--- src/rtl/seq_pkg.sv ---
// Package: shared types for the conversion sequencer.
// Assumes 2-bit mode encodings fixed by the control interface.
package seq_pkg;
    typedef enum logic [1:0] {
        MODE_ONCE    = 2'b00,
        MODE_SEQ     = 2'b01,
        MODE_RPT_ONE = 2'b10,
        MODE_RPT_SEQ = 2'b11
    } seq_mode_e;

    typedef enum logic [1:0] {
        ST_IDLE = 2'b00,
        ST_WAIT = 2'b01,
        ST_CONV = 2'b10
    } seq_state_e;
endpackage

--- src/rtl/seq_slot_ctl.sv ---
// Slot control words: one channel number and one last-in-run marker per slot.
// Assumes a single write port and one combinational read port.
module seq_slot_ctl #(
    parameter int SLOTS = 16,
    parameter int IDX_W = 4,
    parameter int CH_W  = 4
) (
    input  logic             clk,
    input  logic             rst_n,
    input  logic             wr_en,
    input  logic [IDX_W-1:0] wr_idx,
    input  logic             wr_eos,
    input  logic [CH_W-1:0]  wr_chan,
    input  logic [IDX_W-1:0] rd_idx,
    output logic             rd_eos,
    output logic [CH_W-1:0]  rd_chan
);
    logic [CH_W-1:0] chan_q [SLOTS];
    logic [SLOTS-1:0] eos_q;

    for (genvar g = 0; g < SLOTS; g++) begin : g_slot
        // Hold one slot's control word.
        always_ff @(posedge clk) begin
            if (!rst_n) begin
                chan_q[g] <= '0;
                eos_q[g]  <= 1'b0;
            end else if (wr_en && wr_idx == IDX_W'(g)) begin
                chan_q[g] <= wr_chan;
                eos_q[g]  <= wr_eos;
            end
        end
    end

    // Present the addressed slot's word.
    always_comb begin
        rd_chan = chan_q[rd_idx];
        rd_eos  = eos_q[rd_idx];
    end
endmodule

--- src/rtl/seq_result_mem.sv ---
// Result slots with per-slot ready flags and a sticky overflow flag.
// Assumes at most one store per cycle; a store wins over a flag clear.
module seq_result_mem #(
    parameter int SLOTS = 16,
    parameter int IDX_W = 4,
    parameter int RES_W = 12,
    parameter int MEM_W = 16
) (
    input  logic             clk,
    input  logic             rst_n,
    input  logic             wr_en,
    input  logic [IDX_W-1:0] wr_idx,
    input  logic [RES_W-1:0] wr_res,
    input  logic [SLOTS-1:0] flag_clr,
    input  logic             ovf_clr,
    input  logic [IDX_W-1:0] rd_idx,
    output logic [MEM_W-1:0] rd_data,
    output logic [SLOTS-1:0] flags,
    output logic             ovf
);
    logic [MEM_W-1:0] mem_q [SLOTS];

    for (genvar g = 0; g < SLOTS; g++) begin : g_slot
        // Store the result and update the flag of one slot.
        always_ff @(posedge clk) begin
            if (!rst_n) begin
                mem_q[g] <= '0;
                flags[g] <= 1'b0;
            end else if (wr_en && wr_idx == IDX_W'(g)) begin
                mem_q[g] <= MEM_W'(wr_res);
                flags[g] <= 1'b1;
            end else if (flag_clr[g]) begin
                flags[g] <= 1'b0;
            end
        end
    end

    // Sticky overflow on a store into a slot that is still flagged.
    always_ff @(posedge clk) begin
        if (!rst_n)                       ovf <= 1'b0;
        else if (wr_en && flags[wr_idx])  ovf <= 1'b1;
        else if (ovf_clr)                 ovf <= 1'b0;
    end

    assign rd_data = mem_q[rd_idx];

    // the stored slot is flagged after the store edge.
    a_r4_flag_on_store: assert property (@(posedge clk) disable iff (!rst_n)
        wr_en |=> flags[$past(wr_idx)]);
    // storing over a flagged slot raises overflow.
    a_r10_ovf_raise: assert property (@(posedge clk) disable iff (!rst_n)
        (wr_en && flags[wr_idx]) |=> ovf);
    // overflow is held until cleared.
    a_r10_ovf_sticky: assert property (@(posedge clk) disable iff (!rst_n)
        (ovf && !ovf_clr) |=> ovf);
endmodule

--- src/rtl/seq_fsm.sv ---
// Run controller: issues conversion requests and walks the slot index by mode.
// Assumes trig_evt is already one cycle per trigger and the converter answers
// each request with exactly one done pulse.
module seq_fsm
    import seq_pkg::*;
#(
    parameter int SLOTS = 16,
    parameter int IDX_W = 4
) (
    input  logic             clk,
    input  logic             rst_n,
    input  seq_mode_e        mode,
    input  logic [IDX_W-1:0] start_slot,
    input  logic             multi,
    input  logic             enable,
    input  logic             trig_evt,
    input  logic             conv_done,
    input  logic             slot_eos,
    output logic [IDX_W-1:0] idx,
    output logic             conv_start,
    output logic             store_en,
    output logic             busy
);
    seq_state_e       state;
    logic             stop;
    logic [IDX_W-1:0] idx_inc;
    logic [IDX_W-1:0] idx_nxt;

    // Modulo-SLOTS increment of the slot index.
    always_comb begin
        idx_inc = (idx == IDX_W'(SLOTS - 1)) ? '0 : idx + 1'b1;
    end

    // Decide on completion whether the run ends and which slot follows.
    always_comb begin
        stop    = 1'b1;
        idx_nxt = idx;
        unique case (mode)
            MODE_ONCE:    stop = 1'b1;
            MODE_SEQ:     begin stop = slot_eos; idx_nxt = idx_inc; end
            MODE_RPT_ONE: begin stop = !enable;  idx_nxt = idx;     end
            MODE_RPT_SEQ: begin
                stop    = slot_eos && !enable;
                idx_nxt = slot_eos ? start_slot : idx_inc;
            end
            default:      stop = 1'b1;
        endcase
    end

    // State, slot index and request strobe.
    always_ff @(posedge clk) begin
        if (!rst_n) begin
            state      <= ST_IDLE;
            idx        <= '0;
            conv_start <= 1'b0;
        end else begin
            conv_start <= 1'b0;
            unique case (state)
                ST_IDLE: if (enable && trig_evt) begin
                    idx        <= start_slot;
                    state      <= ST_CONV;
                    conv_start <= 1'b1;
                end
                ST_WAIT: if (trig_evt) begin
                    state      <= ST_CONV;
                    conv_start <= 1'b1;
                end
                ST_CONV: if (conv_done) begin
                    if (stop) begin
                        state <= ST_IDLE;
                    end else begin
                        idx <= idx_nxt;
                        if (multi) begin
                            conv_start <= 1'b1;
                        end else begin
                            state <= ST_WAIT;
                        end
                    end
                end
                default: state <= ST_IDLE;
            endcase
        end
    end

    assign store_en = (state == ST_CONV) && conv_done;
    assign busy     = (state != ST_IDLE);

    // no request while idle and disabled.
    a_r2_no_start_disabled: assert property (@(posedge clk) disable iff (!rst_n)
        (state == ST_IDLE && !enable) |=> !conv_start);
    // a single conversion leaves the block idle.
    a_r3_once_ends: assert property (@(posedge clk) disable iff (!rst_n)
        (state == ST_CONV && conv_done && mode == MODE_ONCE) |=> !busy);
    // the marked slot ends a sequence run.
    a_r5_seq_eos_ends: assert property (@(posedge clk) disable iff (!rst_n)
        (state == ST_CONV && conv_done && mode == MODE_SEQ && slot_eos) |=> !busy);
    // repeat-one keeps the slot index.
    a_r6_same_slot: assert property (@(posedge clk) disable iff (!rst_n)
        (state == ST_CONV && conv_done && mode == MODE_RPT_ONE) |=> (idx == $past(idx)));
    // a waiting run holds busy and issues nothing without a trigger.
    a_r8_wait_holds: assert property (@(posedge clk) disable iff (!rst_n)
        (state == ST_WAIT && !trig_evt) |=> (busy && !conv_start));
    // auto-continue restarts a sequence that has not reached its marker.
    a_r9_auto_restart: assert property (@(posedge clk) disable iff (!rst_n)
        (state == ST_CONV && conv_done && multi && mode == MODE_SEQ && !slot_eos) |=> conv_start);
    // nothing is requested while a conversion is pending.
    a_r12_no_start_in_conv: assert property (@(posedge clk) disable iff (!rst_n)
        (state == ST_CONV && !conv_done) |=> !conv_start);
endmodule

--- src/rtl/conv_sequencer.sv ---
// Top of the conversion sequencer: trigger edge detection, slot control
// words, run controller and result slots.
// Assumes an external converter that answers conv_start with one conv_done.
module conv_sequencer
    import seq_pkg::*;
#(
    parameter int SLOTS = 16,
    parameter int CH_W  = 4,
    parameter int RES_W = 12,
    parameter int MEM_W = 16,
    localparam int IDX_W = $clog2(SLOTS)
) (
    input  logic             clk,
    input  logic             rst_n,
    input  logic             enable,
    input  logic             sw_start,
    input  logic             trig,
    input  logic [1:0]       cfg_mode,
    input  logic [IDX_W-1:0] cfg_start,
    input  logic             cfg_multi,
    input  logic             ctl_we,
    input  logic [IDX_W-1:0] ctl_idx,
    input  logic             ctl_eos,
    input  logic [CH_W-1:0]  ctl_chan,
    output logic             conv_start,
    output logic [CH_W-1:0]  conv_chan,
    output logic [IDX_W-1:0] conv_slot,
    input  logic             conv_done,
    input  logic [RES_W-1:0] conv_result,
    input  logic [IDX_W-1:0] rd_idx,
    output logic [MEM_W-1:0] rd_data,
    input  logic [SLOTS-1:0] flag_clr,
    input  logic             ovf_clr,
    output logic [SLOTS-1:0] slot_flags,
    output logic             ovf,
    output logic             busy
);
    logic trig_q;
    logic trig_evt;
    logic slot_eos;
    logic store_en;

    // Remember the trigger level to find its rising edge.
    always_ff @(posedge clk) begin
        if (!rst_n) trig_q <= 1'b0;
        else        trig_q <= trig;
    end

    assign trig_evt = sw_start || (trig && !trig_q);

    seq_slot_ctl #(.SLOTS(SLOTS), .IDX_W(IDX_W), .CH_W(CH_W)) u_ctl (
        .clk     (clk),
        .rst_n   (rst_n),
        .wr_en   (ctl_we),
        .wr_idx  (ctl_idx),
        .wr_eos  (ctl_eos),
        .wr_chan (ctl_chan),
        .rd_idx  (conv_slot),
        .rd_eos  (slot_eos),
        .rd_chan (conv_chan)
    );

    seq_fsm #(.SLOTS(SLOTS), .IDX_W(IDX_W)) u_fsm (
        .clk        (clk),
        .rst_n      (rst_n),
        .mode       (seq_mode_e'(cfg_mode)),
        .start_slot (cfg_start),
        .multi      (cfg_multi),
        .enable     (enable),
        .trig_evt   (trig_evt),
        .conv_done  (conv_done),
        .slot_eos   (slot_eos),
        .idx        (conv_slot),
        .conv_start (conv_start),
        .store_en   (store_en),
        .busy       (busy)
    );

    seq_result_mem #(.SLOTS(SLOTS), .IDX_W(IDX_W), .RES_W(RES_W), .MEM_W(MEM_W)) u_mem (
        .clk      (clk),
        .rst_n    (rst_n),
        .wr_en    (store_en),
        .wr_idx   (conv_slot),
        .wr_res   (conv_result),
        .flag_clr (flag_clr),
        .ovf_clr  (ovf_clr),
        .rd_idx   (rd_idx),
        .rd_data  (rd_data),
        .flags    (slot_flags),
        .ovf      (ovf)
    );

    // a request is only ever issued inside an active run.
    a_r3_start_implies_busy: assert property (@(posedge clk) disable iff (!rst_n)
        conv_start |-> busy);
endmodule

--- config.mk ---
export PLATFORM = sky130hd
export DESIGN_NAME = conv_sequencer
export DESIGN_NICKNAME = d
export VERILOG_FILES = /design/src/rtl/seq_pkg.sv /design/src/rtl/seq_slot_ctl.sv /design/src/rtl/seq_result_mem.sv /design/src/rtl/seq_fsm.sv /design/src/rtl/conv_sequencer.sv
export SDC_FILE = /design/constraint.sdc
export NUM_CORES = 1
export LEC_CHECK = 0
export BUFFER_PORTS_ARGS = -buffer_cell sky130_fd_sc_hd__buf_2
export CAP_MARGIN = 15
export CORE_MARGIN = 4
export CORE_UTILIZATION = 40
export CTS_CLUSTER_DIAMETER = 120
export DETAILED_ROUTE_END_ITERATION = 10
export SLEW_MARGIN = 20
export SYNTH_ARGS = -nofsm -noshare
export SYNTH_HDL_FRONTEND = slang
export SYNTH_SLANG_ARGS = --single-unit
--- constraint.sdc ---
create_clock -name clk -period 7.15 [get_ports clk]
set_input_delay 1.43 -clock clk [delete_from_list [all_inputs] [get_ports clk]]
set_output_delay 1.43 -clock clk [all_outputs]
set_load 0.01 [all_outputs]
### Yosys cells after proc, flatten, opt, wreduce, memory -nomap -nowiden

Memory sizes are Yosys's and may differ from the RTL's. A register that Yosys moved wholly into a read port is not among the register bits.
Cells that the tools add are included.

* flip-flop bits (word level): 41
* memory bits (writable): 256
* bits of input ports: 56
* output and inout bits: 43
* logic and storage cells: 368
* memories kept: 2

* $add $sub $neg: 1
* order comparisons: 1
* eq/ne operators: 41
* mux-type cells: 189
* bitwise logic cells: 32
* reductions and logical operators: 65

Memories
* u_mem.mem_q: words 16, bits a word 12, read ports 1, clocked after memory_dff 0, write ports 16, RTL line seq_result_mem.sv:21 `logic [MEM_W-1:0] mem_q [SLOTS];`
* u_ctl.chan_q: words 16, bits a word 4, read ports 1, clocked after memory_dff 1, write ports 16, RTL line seq_slot_ctl.sv:18 `logic [CH_W-1:0] chan_q [SLOTS];`

Operators with widths (number)
* 12-bit 2-to-1 mux: 16
* 1-bit 2-to-1 mux: 138
* 4-bit 2-to-1 mux: 23
* 4-bit == test, second input constant: 16
* 2-bit nonzero test: 19
* 1-bit logical AND: 37
* 4-bit by 3-bit == test with 1-bit output, second input constant: 8
* 1-bit OR: 32
* 4-bit by 2-bit == test with 1-bit output, second input constant: 4
* 4-bit case mux with 2 select lines: 2
* 2-bit 2-to-1 mux: 5
* 1-bit binary-select mux with 4-bit select: 2
* 4-bit by 1-bit == test with 1-bit output, second input constant: 2
* 4-bit logical NOT: 2
* 2-bit == test, second input constant: 3
* 2-bit case mux with 3 select lines: 1
* 4-bit by 5-bit < comparator with 1-bit output, second input constant: 1
* 5-bit AND reduction: 1
* 4-bit by 1-bit adder with 4-bit output, second input constant: 1
* 2-bit by 1-bit == test with 1-bit output, second input constant: 2
* 2-bit logical NOT: 2
* 2-bit by 1-bit inequality test with 1-bit output, second input constant: 2
* 2-bit inequality test, second input constant: 2
* 1-bit case mux with 4 select lines: 1
* 6 further kinds: 7

### Longest topological paths before layout

Gate-level depths: netlist of run 1.

* word-level depth: 9
* gate-level depth with buffers: 9
* mapped depth without buffers: 6

### Cells and area by module

From an unflattened synthesis of run 1, not the netlist that was laid out.

* cell total of the unflattened synthesis: 990
* area, all modules: 13938.4 µm²

By module, submodules not included
* seq_result_mem: times used 1, cells each 611, area an instance 9462.8 µm², seq. area each 6105.9 µm²
* seq_slot_ctl: times used 1, cells each 311, area an instance 3895.0 µm², seq. area each 2242.2 µm²
* seq_fsm: times used 1, cells each 64, area an instance 543.0 µm², seq. area each 140.1 µm²
* conv_sequencer: times used 1, cells each 4, area an instance 37.5 µm², seq. area each 20.0 µm²

### Worst setup path before layout of run 1

Ideal clock, no wire load.

* path type: in2out
* start point: in rd_idx[0]
* end point: out rd_data[0]
* arrival time: 3037 ps
* required time: 5720 ps
* slack: 2683 ps
* stages: 4
* buffers on the path: 2
* cells stage by stage: buf_2 buf_2 mux4_2 mux4_2

* word-level cells in the longest chain between the ends: 1

Ends and longest elaborated chain
* start: declaration: RTL line conv_sequencer.sv:30 `input logic [IDX_W-1:0] rd_idx,`
* memory read 16 x 12 bit
* end: declaration: RTL line conv_sequencer.sv:31 `output logic [MEM_W-1:0] rd_data,`

No other way between the ends.

### Worst setup path in the final report of run 1

* start point: in rd_idx[0]
* end point: out rd_data[8]

The elaborated chain is that of the path after synthesis.

==> results by group, run 1 <==
Outcome
  – Status: finished clean

Logic synthesis
  – Mapped Area: 13800 um2
  – Synth Flop Type: edfxtp_1
  – Top area cells in the synthesized netlist: edfxtp_1 56%, mux4_2 14%, and2_1 12%, dfxtp_1 6.5%, o21ai_0 2.1%
  – Compound-Gate Fraction of Synth Area: 3.42%
  – Async set or reset register ratio after synthesis: 0%
  – Yosys top cell area share: 55.7%
  – Synth Register Bits: 301
  – Mux contribution to synthesized area: 15.3%
  – Adder-cell area share of the yosys netlist: 0.363%
  – Synth cell count leaders: 257 x and2_1, 256 x edfxtp_1, 83 x mux4_2, 58 x o21ai_0, 57 x clkbuf_1
  – Largest family of logic cells by synthesized area: simple AND/OR/NAND/NOR gates
  – Largest area contributor in the netlist: edfxtp_1
  – Count leader, synth: and2_1
  – Ys Warns: 0
  – Synth unique cells: 44
  – Cells after Synth: 955
  – Post-Synth Simple-Gate Area: 15.6%
  – Avg Inst Size Synth: 14.5 um2
  – XOR/XNOR Fraction of Synth Area: 0%
  – Post-synthesis sequential area ratio: 62.2%
  – EDFF count, synth: 256

Hold path
  – Hold path startpoint: u_ctl.eos_q[0]$_SDFFE_PN0P_
  – Worst min path class: reg2reg

Worst setup path
  – Data required, critical path: 5720 ps
  – Worst setup EP type: output port
  – Reg-to-reg startpoint: u_fsm.idx[1]$_SDFFE_PN0P_
  – Critical path fanouts, max: 48
  – Critical Path AT: 3460 ps
  – CP Launch Point: rd_idx[0]
  – Slowest Stage Delay on Critical Path: 690 ps
  – Critical-path cell list: buf_4 > mux4_2 > mux4_2 > buf_2
  – Top cell by count, worst path: mux4_2
  – CP Launch Type: input port
  – Worst path slowest cell: buf_4
  – Crit Path Class: in2out

Route
  – Post-DRT Antenna Nets: 0
  – Vias per inst: 5.41
  – DRC Markers: 0
  – Wire per inst: 23.6 um
  – Drt first pass iters: 5
  – Initial detailed-routing violation count: 719
  – Routed WL: 35300 um
  – Via count: 8065

CTS
  – CTS tree: yes
  – Post CTS Setup Buffer Count: 0
  – Cts bufs inserted: 35
  – Hold Buf Count CTS: 0
  – Htree depth: 2
  – CTS root buf: clkbuf_16
  – CTS clk-pin slew, worst paths: 60 ps
  – # clock sinks: 301
  – CTS resizes: 0
  – Worst-Skew Late Latency: 510 ps
  – Clock buffer depth: 3

Layout
  – Multi-input gate area: 4900 um2
  – Filler cells: 2902
  – Fin cells: 1492
  – Layout cells sized above 1: 26.3%
  – Antenna diodes: 0
  – Final Net Count: 1081
  – Register area: 8590 um2
  – Fin util: 46.8%
  – Area delta synth->final: 14.4%

Timing
  – Post-layout min period: 4890 ps
  – Worst Skew: 8.88 ps
  – Endpoints failing setup: 0
  – Pins Over Slew Limit: 0
  – Slew @ Worst Pin: 1210 ps
  – Hold violation total from the final report: 0
  – Max frequency: 205 MHz
  – Fin crit share: 68.3%
  – TNS Setup: 0 ps
  – RSZ-0062 raised after global routing: no
  – Setup WS post-layout: 2260 ps
  – Slew headroom: 19.6%

Place
  – HPWL Detailed: 21800 um
  – Port-buffer cells: 94
  – Placed Cells: 1432
  – Dpl ws: 2200 ps
  – GPL Wtd Cong: 0.828

Floorplan
  – Die W: 194 um
  – Die H: 194 um
  – Starting Density: 40.9%
  – Cell Rows: 67
  – Die area: 37500 um2
  – Io pins: 99
  – Core area: 33800 um2

Pwr
  – Cell Pwr Density: 260 nW/um2
  – Pleak: 5.70 nW
  – Max VDD drop: 181 uV
  – Final total power: 0.00411 W

Job
  – Max Cap Viol: 0

Global route
  – Gr ovfl total: 0
  – Vias in the first global route: 8281
  – First-pass GRT wire length: 53000 um
  – GRT Total Usage: 18.5%
  – Largest net degree at the start of global routing: 62
  – Initial antenna violation count: 1
## stage by stage
| stage | hold slack [ps] | area (um2) |
|---|---|---|
| 3_5_place_dp | 463 | 14600 |
| 6_report | 471 | 15800 |
| 3_3_place_gp | 460 | 14600 |
| 5_1_grt | 493 | 15800 |
| 2_1_floorplan | 441 | 13800 |
| 4_1_cts | 475 | 15800 |
## cell usage in the layout, fill, tap and decap left out, types with 9 or more instances in the layout
| cell type | n |
|---|---|
| nand2_1 | 36 |
| inv_1 | 22 |
| o21ai_2 | 15 |
| clkbuf_16 | 36 |
| nor2_1 | 28 |
| buf_2 | 92 |
| nand3b_1 | 13 |
| clkbuf_1 | 10 |
| edfxtp_1 | 256 |
| and2_1 | 257 |
| mux4_2 | 83 |
| o21ai_0 | 42 |
| dfxtp_1 | 44 |
| buf_4 | 9 |
## critical path, delay by kind of cell
| family | cells | cell delay, ps |
|---|---|---|
| buffers and inverters | 2 | 860 |
| muxes | 2 | 1130 |
## flip-flops by register name (all words and copies together), names as in the netlist, named ones only
| name | cells |
|---|---|
| u_mem.mem_q | 192 |
| u_ctl.chan_q | 64 |
| u_ctl.eos_q | 16 |
| u_mem.flags | 16 |
| u_fsm.idx | 4 |
| u_fsm.state | 2 |
| trig_q | 1 |
| u_fsm.conv_start | 1 |
| u_mem.ovf | 1 |
## power by group
group,total [W],internal (W),leakage [nW],switching [W]
clock network,0.00176,0.00107,0.547,0.000684
registers,0.00203,0.00198,2.96,0.0000501
logic,0.000321,0.000139,2.20,0.000182
total,0.00411,0.00319,5.70,0.000917
## final timing paths
path	end	slack [ps]	depth (start not counted)
max	rd_data[8]	2260	4
max reg2reg	u_mem.mem_q[7][5]$_SDFFCE_PN0P_	3940	3
min	u_ctl.eos_q[0]$_SDFFE_PN0P_	470	2
min reg2reg	u_ctl.eos_q[0]$_SDFFE_PN0P_	470	2
## per-layer routing
metal  up-vias  part of all wire [%]  global-route usage [%]
li1       3618                     -                       -
met1      4058                    45                    27.6
met2       339                    45                    28.2
met3        50                   7.7                    3.48
met4         0                   2.0                    4.59
met5         -                     0                       0
## kinds of logic (layout without fill, tap and decap cells)
| kind of cell | count (synthesis) | count (layout) |
|---|---|---|
| and+or+nand+nor | 370 | 370 |
| DFF | 301 | 301 |
| muxes | 99 | 99 |
| buffers and inverters | 97 | 183 |
| AOI/OAI and AO/OA | 83 | 83 |
| adders and majority gates | 4 | 4 |
| other | 1 | 4 |
## area by class of cell
| cell class | instances | share of cell area, % |
|---|---|---|
| Sequential cell | 301 | 54.4 |
| Tap cell | 448 | 3.55 |
| Clock inverter | 10 | 0.879 |
| Inverter | 22 | 0.523 |
| Multi-Input combinational cell | 560 | 31.0 |
| Clock buffer | 50 | 6.29 |
| Timing Repair Buffer | 101 | 3.34 |
(Power assumes the default switching activity.)
==> inputs of run 2 (changes only) <==
--- a/config.mk
+++ b/config.mk
@@ -5,6 +5,7 @@
 export SDC_FILE = /design/constraint.sdc
 export NUM_CORES = 1
 export LEC_CHECK = 0
+export ABC_AREA = 1
 export BUFFER_PORTS_ARGS = -buffer_cell sky130_fd_sc_hd__buf_2
 export CAP_MARGIN = 15
 export CORE_MARGIN = 4
==> constraint.sdc (replaced) <==
create_clock -name clk -period 4.1 [get_ports clk]
set_input_delay 0.82 -clock clk [delete_from_list [all_inputs] [get_ports clk]]
set_output_delay 0.82 -clock clk [all_outputs]
set_load 0.01 [all_outputs]
==> run 2 against run 1 <==
Compared with the run above:
- first-iteration DRC count increased by 12%
- combinational power rose by 140%
- die area increased by 1.4%
- cell area increased by 0.53%
- synthesized area rose by 1.5%
- sequential power is 73% higher
- clock skew rose by 7.1 ps
- setup slack lost 1400 ps
- sequential share of layout area fell by 0.29 points
- register-to-register slack worse by 2400 ps
- critical endpoint is now rd_data[6]
- largest power group unchanged
==> results by group, run 2 <==
Logic synthesis
  – Synth unique cells: 32 (-27%)
  – Synth Flop Type: edfxtp_1
  – Top area cells in the synthesized netlist: edfxtp_1 55%, nor2_1 7.6%, dfxtp_1 6.4%, mux2i_1 4.6%, o21ai_0 4.5%
  – Count leader, synth: nor2_1
  – Synth Register Bits: 301 (unchanged)
  – Ys Warns: 0 (unchanged)
  – EDFF count, synth: 256 (unchanged)
  – Yosys top cell area share: 54.9% (-0.80 points)
  – Avg Inst Size Synth: 10.3 um2 (-29%)
  – Synth cell count leaders: 284 x nor2_1, 256 x edfxtp_1, 139 x inv_1, 127 x o21ai_0, 83 x nand2_1
  – Cells after Synth: 1358 (+42%)
  – Mapped Area: 14000 um2 (+1.5%)
  – Largest area contributor in the netlist: edfxtp_1
  – Post-synthesis sequential area ratio: 61.3% (-0.89 points)
  – Async set or reset register ratio after synthesis: 0% (unchanged)

Timing
  – Post-layout min period: 3260 ps
  – Slew @ Worst Pin: 895 ps (-312 ps)
  – TNS Setup: 0 ps (unchanged)
  – Setup WS post-layout: 844 ps (-1420 ps)
  – Hold violation total from the final report: 0 (unchanged)
  – Pins Over Slew Limit: 0 (unchanged)
  – Worst Skew: 15.9 ps (+7.07 ps)
  – Slew headroom: 40.2% (+21 points)
  – Max frequency: 307 MHz
  – RSZ-0062 raised after global routing: no
  – Endpoints failing setup: 0 (unchanged)
  – Fin crit share: 79.4%

Layout
  – Max FFs per register: 192 (unchanged)
  – Highest-count cells in the layout ignoring fill and taps: 284 x nor2_1, 256 x edfxtp_1, 139 x inv_1
  – Fin util: 46.0% (-0.79 points)
  – Leading cell type in the layout, fill and taps excluded: nor2_1
  – Reg with most FFs: u_mem.mem_q
  – Antenna diodes: 0 (unchanged)
  – Filler cells: 3260 (+12%)
  – Final Cell Area: 15900 um2 (+0.53%)
  – Final Net Count: 1484 (+37%)
  – Area delta synth->final: 13.4%
  – Layout cells sized above 1: 14.4% (-12 points)
  – Largest regs: u_mem.mem_q: 192 flops, u_ctl.chan_q: 64 flops

Route
  – Initial detailed-routing violation count: 806 (+12%)
  – Via count: 10100 (+25%)
  – Routed WL: 36500 um (+3.4%)
  – DRC Markers: 0 (unchanged)
  – Vias per inst: 5.29 (-2.2%)
  – Wire per inst: 19.2 um (-19%)
  – Drt first pass iters: 5 (unchanged)
  – Post-DRT Antenna Nets: 0 (unchanged)

Floorplan
  – Io pins: 99 (unchanged)
  – Starting Density: 40.5% (-0.32 points)
  – Core area: 34500 um2 (+2.2%)
  – Cell Rows: 68 (+1.5%)
  – Die H: 195 um (+0.70%)
  – Die W: 195 um (+0.70%)
  – Die area: 38100 um2 (+1.4%)

Place
  – HPWL Detailed: 24200 um (+11%)
  – Port-buffer cells: 94 (unchanged)
  – GPL Wtd Cong: 0.833 (+0.66%)
  – Dpl ws: 872 ps (-1330 ps)
  – Post-DP Area: 14800 um2 (+1.1%)

Worst setup path
  – CP Launch Type: input port
  – Reg-to-reg startpoint: u_fsm.idx[1]$_SDFFE_PN0P_
  – Critical-path cell list: buf_4 > buf_12 > mux2i_1 > o211ai_1 > nand3_1 > nand2_1 > buf_2
  – Critical path fanouts, max: 53 (+10%)
  – Worst path slowest cell: buf_4
  – Data required, critical path: 3280 ps (-2440 ps)
  – CP Buf/Inv Count: 3 (+1)
  – Slowest Stage Delay on Critical Path: 480 ps (-210 ps)
  – R2R Setup Slk: 1530 ps (-2410 ps)
  – Register-to-Register Path Depth: 3 (unchanged)
  – Worst setup EP type: output port
  – CP delay by family, top: buffers and inverters
  – Crit Path Class: in2out
  – RR Endpoint: u_mem.mem_q[10][7]$_SDFFCE_PN0P_
  – Critical Path AT: 2440 ps (-1020 ps)

Pwr
  – P_sw: 0.00182 W (+98%)
  – Pleak: 6.28 nW (+10%)
  – Combinational share of power: 10.7% (+2.9 points)
  – Total internal power: 0.00541 W (+70%)
  – Final total power: 0.00723 W (+76%)
  – Flop pwr share: 48.5% (-0.8 points)
  – Switching Share: 25.2% (+2.8 points)
  – Max VDD drop: 254 uV (+40%)
  – Cell Pwr Density: 455 nW/um2 (+75%)
  – Clk pwr share: 40.8% (-2.0 points)

Global route
  – Initial antenna violation count: 1 (unchanged)
  – Largest net degree at the start of global routing: 54 (-13%)
  – Gr ovfl total: 0 (unchanged)
  – Vias in the first global route: 10000 (+21%)
  – First-pass GRT wire length: 57100 um (+7.8%)
  – GRT Total Usage: 18.8% (+0.33 points)

Hold path
  – Hold path endpoint: u_mem.flags[2]$_SDFFE_PN0P_
  – Worst hold stages: 2 (unchanged)
  – Worst min path class: reg2reg
  – Hold path startpoint: u_mem.flags[2]$_SDFFE_PN0P_

CTS
  – Worst-Skew Late Latency: 510 ps (about the same)
  – Cts bufs inserted: 34 (-2.9%)
  – Post CTS Setup Buffer Count: 0 (unchanged)
  – Htree depth: 2 (unchanged)
  – Hold Buf Count CTS: 0 (unchanged)
  – CTS clk-pin slew, worst paths: 50 ps (about the same)
  – CTS resizes: 0 (unchanged)
  – CTS tree: yes
  – # clock sinks: 301 (unchanged)
  – CTS root buf: clkbuf_16
  – Clock buffer depth: 3 (unchanged)

Job
  – Max Cap Viol: 0 (unchanged)

Outcome
  – Status: finished clean
-- run 2: cell types whose count changed after synthesis, sizes merged, moves of 61 or more --
| cell | delta |
|---|---|
| nor2 | +256 |
| mux2i | +61 |
| a21oi | +71 |
| inv | +125 |
| and2 | -258 |
| o211ai | +63 |
| o21ai | +67 |
| mux4 | -87 |
-- run 2: routing by layer --
layer  routed length [um]  share of wire [%]  global-route usage, %
met3                 2640                7.2                   3.57
met1                16200                 44                   26.1
met5                   13              0.036                      0
met2                16900                 46                   31.0
met4                  659                1.8                   4.24
-- run 2: tightest hold or removal path, cell delays in order, from the launching register on --
cell     delay [ps]
dfxtp_1         310
nand2_1          50
o21ai_0          60
-- run 2: cell type report --
type                            count  area [um2]  area share (%)
Clock buffer                       46         968            6.10
Clock inverter                     14         113           0.709
Inverter                          147         552            3.48
Multi-Input combinational cell    817        4370            27.5
Sequential cell                   301        8590            54.1
Tap cell                          455         569            3.59
Timing Repair Buffer              123         716            4.51
-- run 2: worst max path at each step --
stage | from | end | depth (start not counted)
6_report | rd_idx[0] | rd_data[6] | 7
5_1_grt | rd_idx[0] | rd_data[6] | 7
4_1_cts | rd_idx[0] | rd_data[6] | 7
3_5_place_dp | rd_idx[0] | rd_data[6] | 7
3_3_place_gp | rd_idx[0] | rd_data[6] | 7
2_1_floorplan | conv_done | u_mem.mem_q[10][0]$_SDFFCE_PN0P_ | 6
-- run 2: through the flow --
stage               instances  hold WS, ps
finish                   1903          467
global route             1903          478
detailed placement       1843          461
floorplan                1361          448
CTS                      1903          461
global placement         1843          455
-- run 2: power by group through the flow --
stage,Sequential [W],Combinational [W],Clock [W]
final,0.00351,0.000772,0.00295
after global routing,0.00352,0.000854,0.00312
after CTS,0.00351,0.000778,0.00300
after detailed placement,0.00357,0.000775,0
after global placement,0.00357,0.000764,0
after floorplan,0.00355,0.000528,0
-- run 2: cells by family after synthesis --
family          count (synthesis)  share of synthesized area (%)
mux                            64                           4.57
flops                         301                           61.3
xor+xnor                        2                          0.125
simple gates                  442                           13.7
buf+inv                       243                           7.56
other cells                     1                         0.0268
compound gates                301                           12.4
fa+ha+maj                       4                          0.357
==> inputs of run 3 (changes only) <==
==> constraint.sdc (replaced) <==
create_clock -name clk -period 2.7 [get_ports clk]
set_input_delay 0.54 -clock clk [delete_from_list [all_inputs] [get_ports clk]]
set_output_delay 0.54 -clock clk [all_outputs]
set_load 0.01 [all_outputs]
==> run 3 against run 2 <==
Compared with the run above:
- highest routed layer unchanged
- largest power group unchanged
- core utilization is 0.91 points higher
- cell area is 2.0% higher
- clock skew is 6.8 ps higher
- routed wire length is 1.8% higher
==> results by group, run 3 (synthesized netlist as in run 2, its figures left out) <==
Outcome
  – Status: finished clean

Layout
  – Final Net Count: 1515 (+2.1%)
  – Antenna diodes: 0 (unchanged)
  – Filler cells: 3250 (-0.31%)
  – Largest regs: u_mem.mem_q: 192 flops, u_ctl.chan_q: 64 flops
  – Reg with most FFs: u_mem.mem_q
  – Leading cell type in the layout, fill and taps excluded: nor2_1
  – Area delta synth->final: 15.6%
  – Layout cells sized above 1: 16.2% (+1.8 points)
  – Highest-count cells in the layout ignoring fill and taps: 284 x nor2_1, 256 x edfxtp_1, 138 x inv_1
  – Max FFs per register: 192 (unchanged)
  – Fin cells: 1933 (+1.6%)

Route
  – Wire per inst: 19.2 um (+0.18%)
  – Via count: 10200 (+1.6%)
  – Drt first pass iters: 5 (unchanged)
  – DRC Markers: 0 (unchanged)
  – Routed WL: 37100 um (+1.8%)
  – Vias per inst: 5.29 (about the same)
  – Post-DRT Antenna Nets: 0 (unchanged)
  – Initial detailed-routing violation count: 803 (-0.37%)

Timing
  – RSZ-0062 raised after global routing: no
  – Post-layout min period: 2610 ps
  – Endpoints failing setup: 0 (unchanged)
  – Slew @ Worst Pin: 802 ps (-92.3 ps)
  – Pins Over Slew Limit: 0 (unchanged)
  – Worst Skew: 22.7 ps (+6.78 ps)
  – Hold violation total from the final report: 0 (unchanged)
  – Fin crit share: 96.7%
  – Slew headroom: 45.9% (+5.8 points)
  – Max frequency: 383 MHz
  – TNS Setup: 0 ps (unchanged)

Job
  – Max Cap Viol: 0 (unchanged)

Global route
  – GRT Total Usage: 19.1% (+0.25 points)
  – Vias in the first global route: 10200 (+1.2%)
  – Gr ovfl total: 0 (unchanged)
  – Largest net degree at the start of global routing: 49 (-9.3%)
  – First-pass GRT wire length: 57600 um (+0.92%)
  – Initial antenna violation count: 1 (unchanged)

Floorplan
  – Die H: 195 um (unchanged)
  – Io pins: 99 (unchanged)
  – Core area: 34500 um2 (unchanged)
  – Cell Rows: 68 (unchanged)
  – Starting Density: 40.5% (unchanged)
  – Die area: 38100 um2 (unchanged)
  – Die W: 195 um (unchanged)

Worst setup path
  – Critical Path AT: 2070 ps (-370 ps)
  – Worst path slowest cell: dfxtp_1
  – CP Launch Type: flip-flop
  – Reg-to-reg startpoint: u_fsm.idx[1]$_SDFFE_PN0P_
  – R2R Setup Slk: 680 ps (-850 ps)
  – RR Endpoint: u_mem.mem_q[12][5]$_SDFFCE_PN0P_
  – Critical-path cell list: buf_6 > clkinvlp_4 > buf_4 > o211ai_1 > nand3_1 > nand2_1 > buf_2
  – Crit path to: conv_chan[0]
  – Slowest Stage Delay on Critical Path: 320 ps (-160 ps)
  – Critical path fanouts, max: 17 (-68%)
  – Crit Path Class: reg2out
  – Worst setup EP type: output port
  – Data required, critical path: 2160 ps (-1120 ps)
  – Register-to-Register Path Depth: 5 (+2)

CTS
  – CTS clk-pin slew, worst paths: 60 ps (about the same)
  – CTS tree: yes
  – Worst-Skew Late Latency: 540 ps (+30 ps)
  – Htree depth: 2 (unchanged)
  – CTS root buf: clkbuf_16
  – Cts bufs inserted: 34 (unchanged)
  – Clock buffer depth: 3 (unchanged)
  – # clock sinks: 301 (unchanged)
  – Hold Buf Count CTS: 0 (unchanged)

Place
  – Port-buffer cells: 94 (unchanged)
  – GPL Wtd Cong: 0.836 (+0.29%)
  – HPWL Detailed: 24900 um (+2.7%)
  – Placed Cells: 1872 (+1.6%)

Pwr
  – Max VDD drop: 468 uV (+84%)
  – Pleak: 6.44 nW (+2.5%)
  – Final total power: 0.0110 W (+52%)
  – Cell Pwr Density: 677 nW/um2 (+49%)

Hold path
  – Worst min path class: in2reg
-- run 3: timing repair --
item	CTS	global route
setup endpoints to repair	4	1
buffers inserted	0	2
resized for setup	1	2
-- run 3: worst min path at each step --
stage | startpoint | endpoint | cells after the start
CTS | flag_clr[8] | u_mem.flags[8]$_SDFFE_PN0P_ | 2
floorplan | u_ctl.eos_q[14]$_SDFFE_PN0P_ | u_ctl.eos_q[14]$_SDFFE_PN0P_ | 2
global route | flag_clr[5] | u_mem.flags[5]$_SDFFE_PN0P_ | 2
finish | flag_clr[1] | u_mem.flags[1]$_SDFFE_PN0P_ | 2
detailed placement | u_mem.ovf$_SDFFE_PN0P_ | u_mem.ovf$_SDFFE_PN0P_ | 2
global placement | u_mem.ovf$_SDFFE_PN0P_ | u_mem.ovf$_SDFFE_PN0P_ | 2
-- run 3: critical path: cells and delay by family (launching register included) --
kind | cells | cell delay [ps]
DFF | 1 | 320
AOI/OAI and AO/OA | 1 | 220
and+or+nand+nor | 2 | 280
buffers and inverters | 4 | 710
-- run 3: area by class of cell --
type | count | area, um2 | share of cell area, %
flip-flops and latches | 301 | 8590 | 53.1
multi-input cells | 817 | 4370 | 27.0
repair buffers | 154 | 1040 | 6.42
clock buffers | 47 | 961 | 5.93
well taps | 455 | 569 | 3.52
inverters | 147 | 556 | 3.43
clock inverters | 12 | 104 | 0.641
-- run 3: power by group --
group	leakage (nW)	internal, W	switching (W)	total, W
clock network	0.514	0.00251	0.00187	0.00439
logic	2.97	0.000417	0.000828	0.00124
registers	2.96	0.00523	0.0000978	0.00533
total	6.44	0.00816	0.00280	0.0110
-- run 3: per-layer routing --
metal	part of all wire [%]	global-route usage, %	up-vias
li1	-	-	4881
met1	44	27.2	4944
met2	47	30.9	343
met3	6.8	2.67	48
met4	1.9	4.97	2
met5	0.035	0	-
-- run 3: through the flow --
| stage | hold WS (ps) | utilization [%] | setup slack [ps] | area [um2] |
|---|---|---|---|---|
| 6_report | 206 | 46.9 | 88.3 | 16200 |
| 5_1_grt | 194 | 46.9 | 37.9 | 16200 |
| 4_1_cts | 185 | 46.8 | 80.3 | 16200 |
| 3_5_place_dp | 453 | 43.7 | 162 | 15100 |
| 3_3_place_gp | 454 | 43.7 | 185 | 15100 |
| 2_1_floorplan | 448 | - | 320 | 14000 |
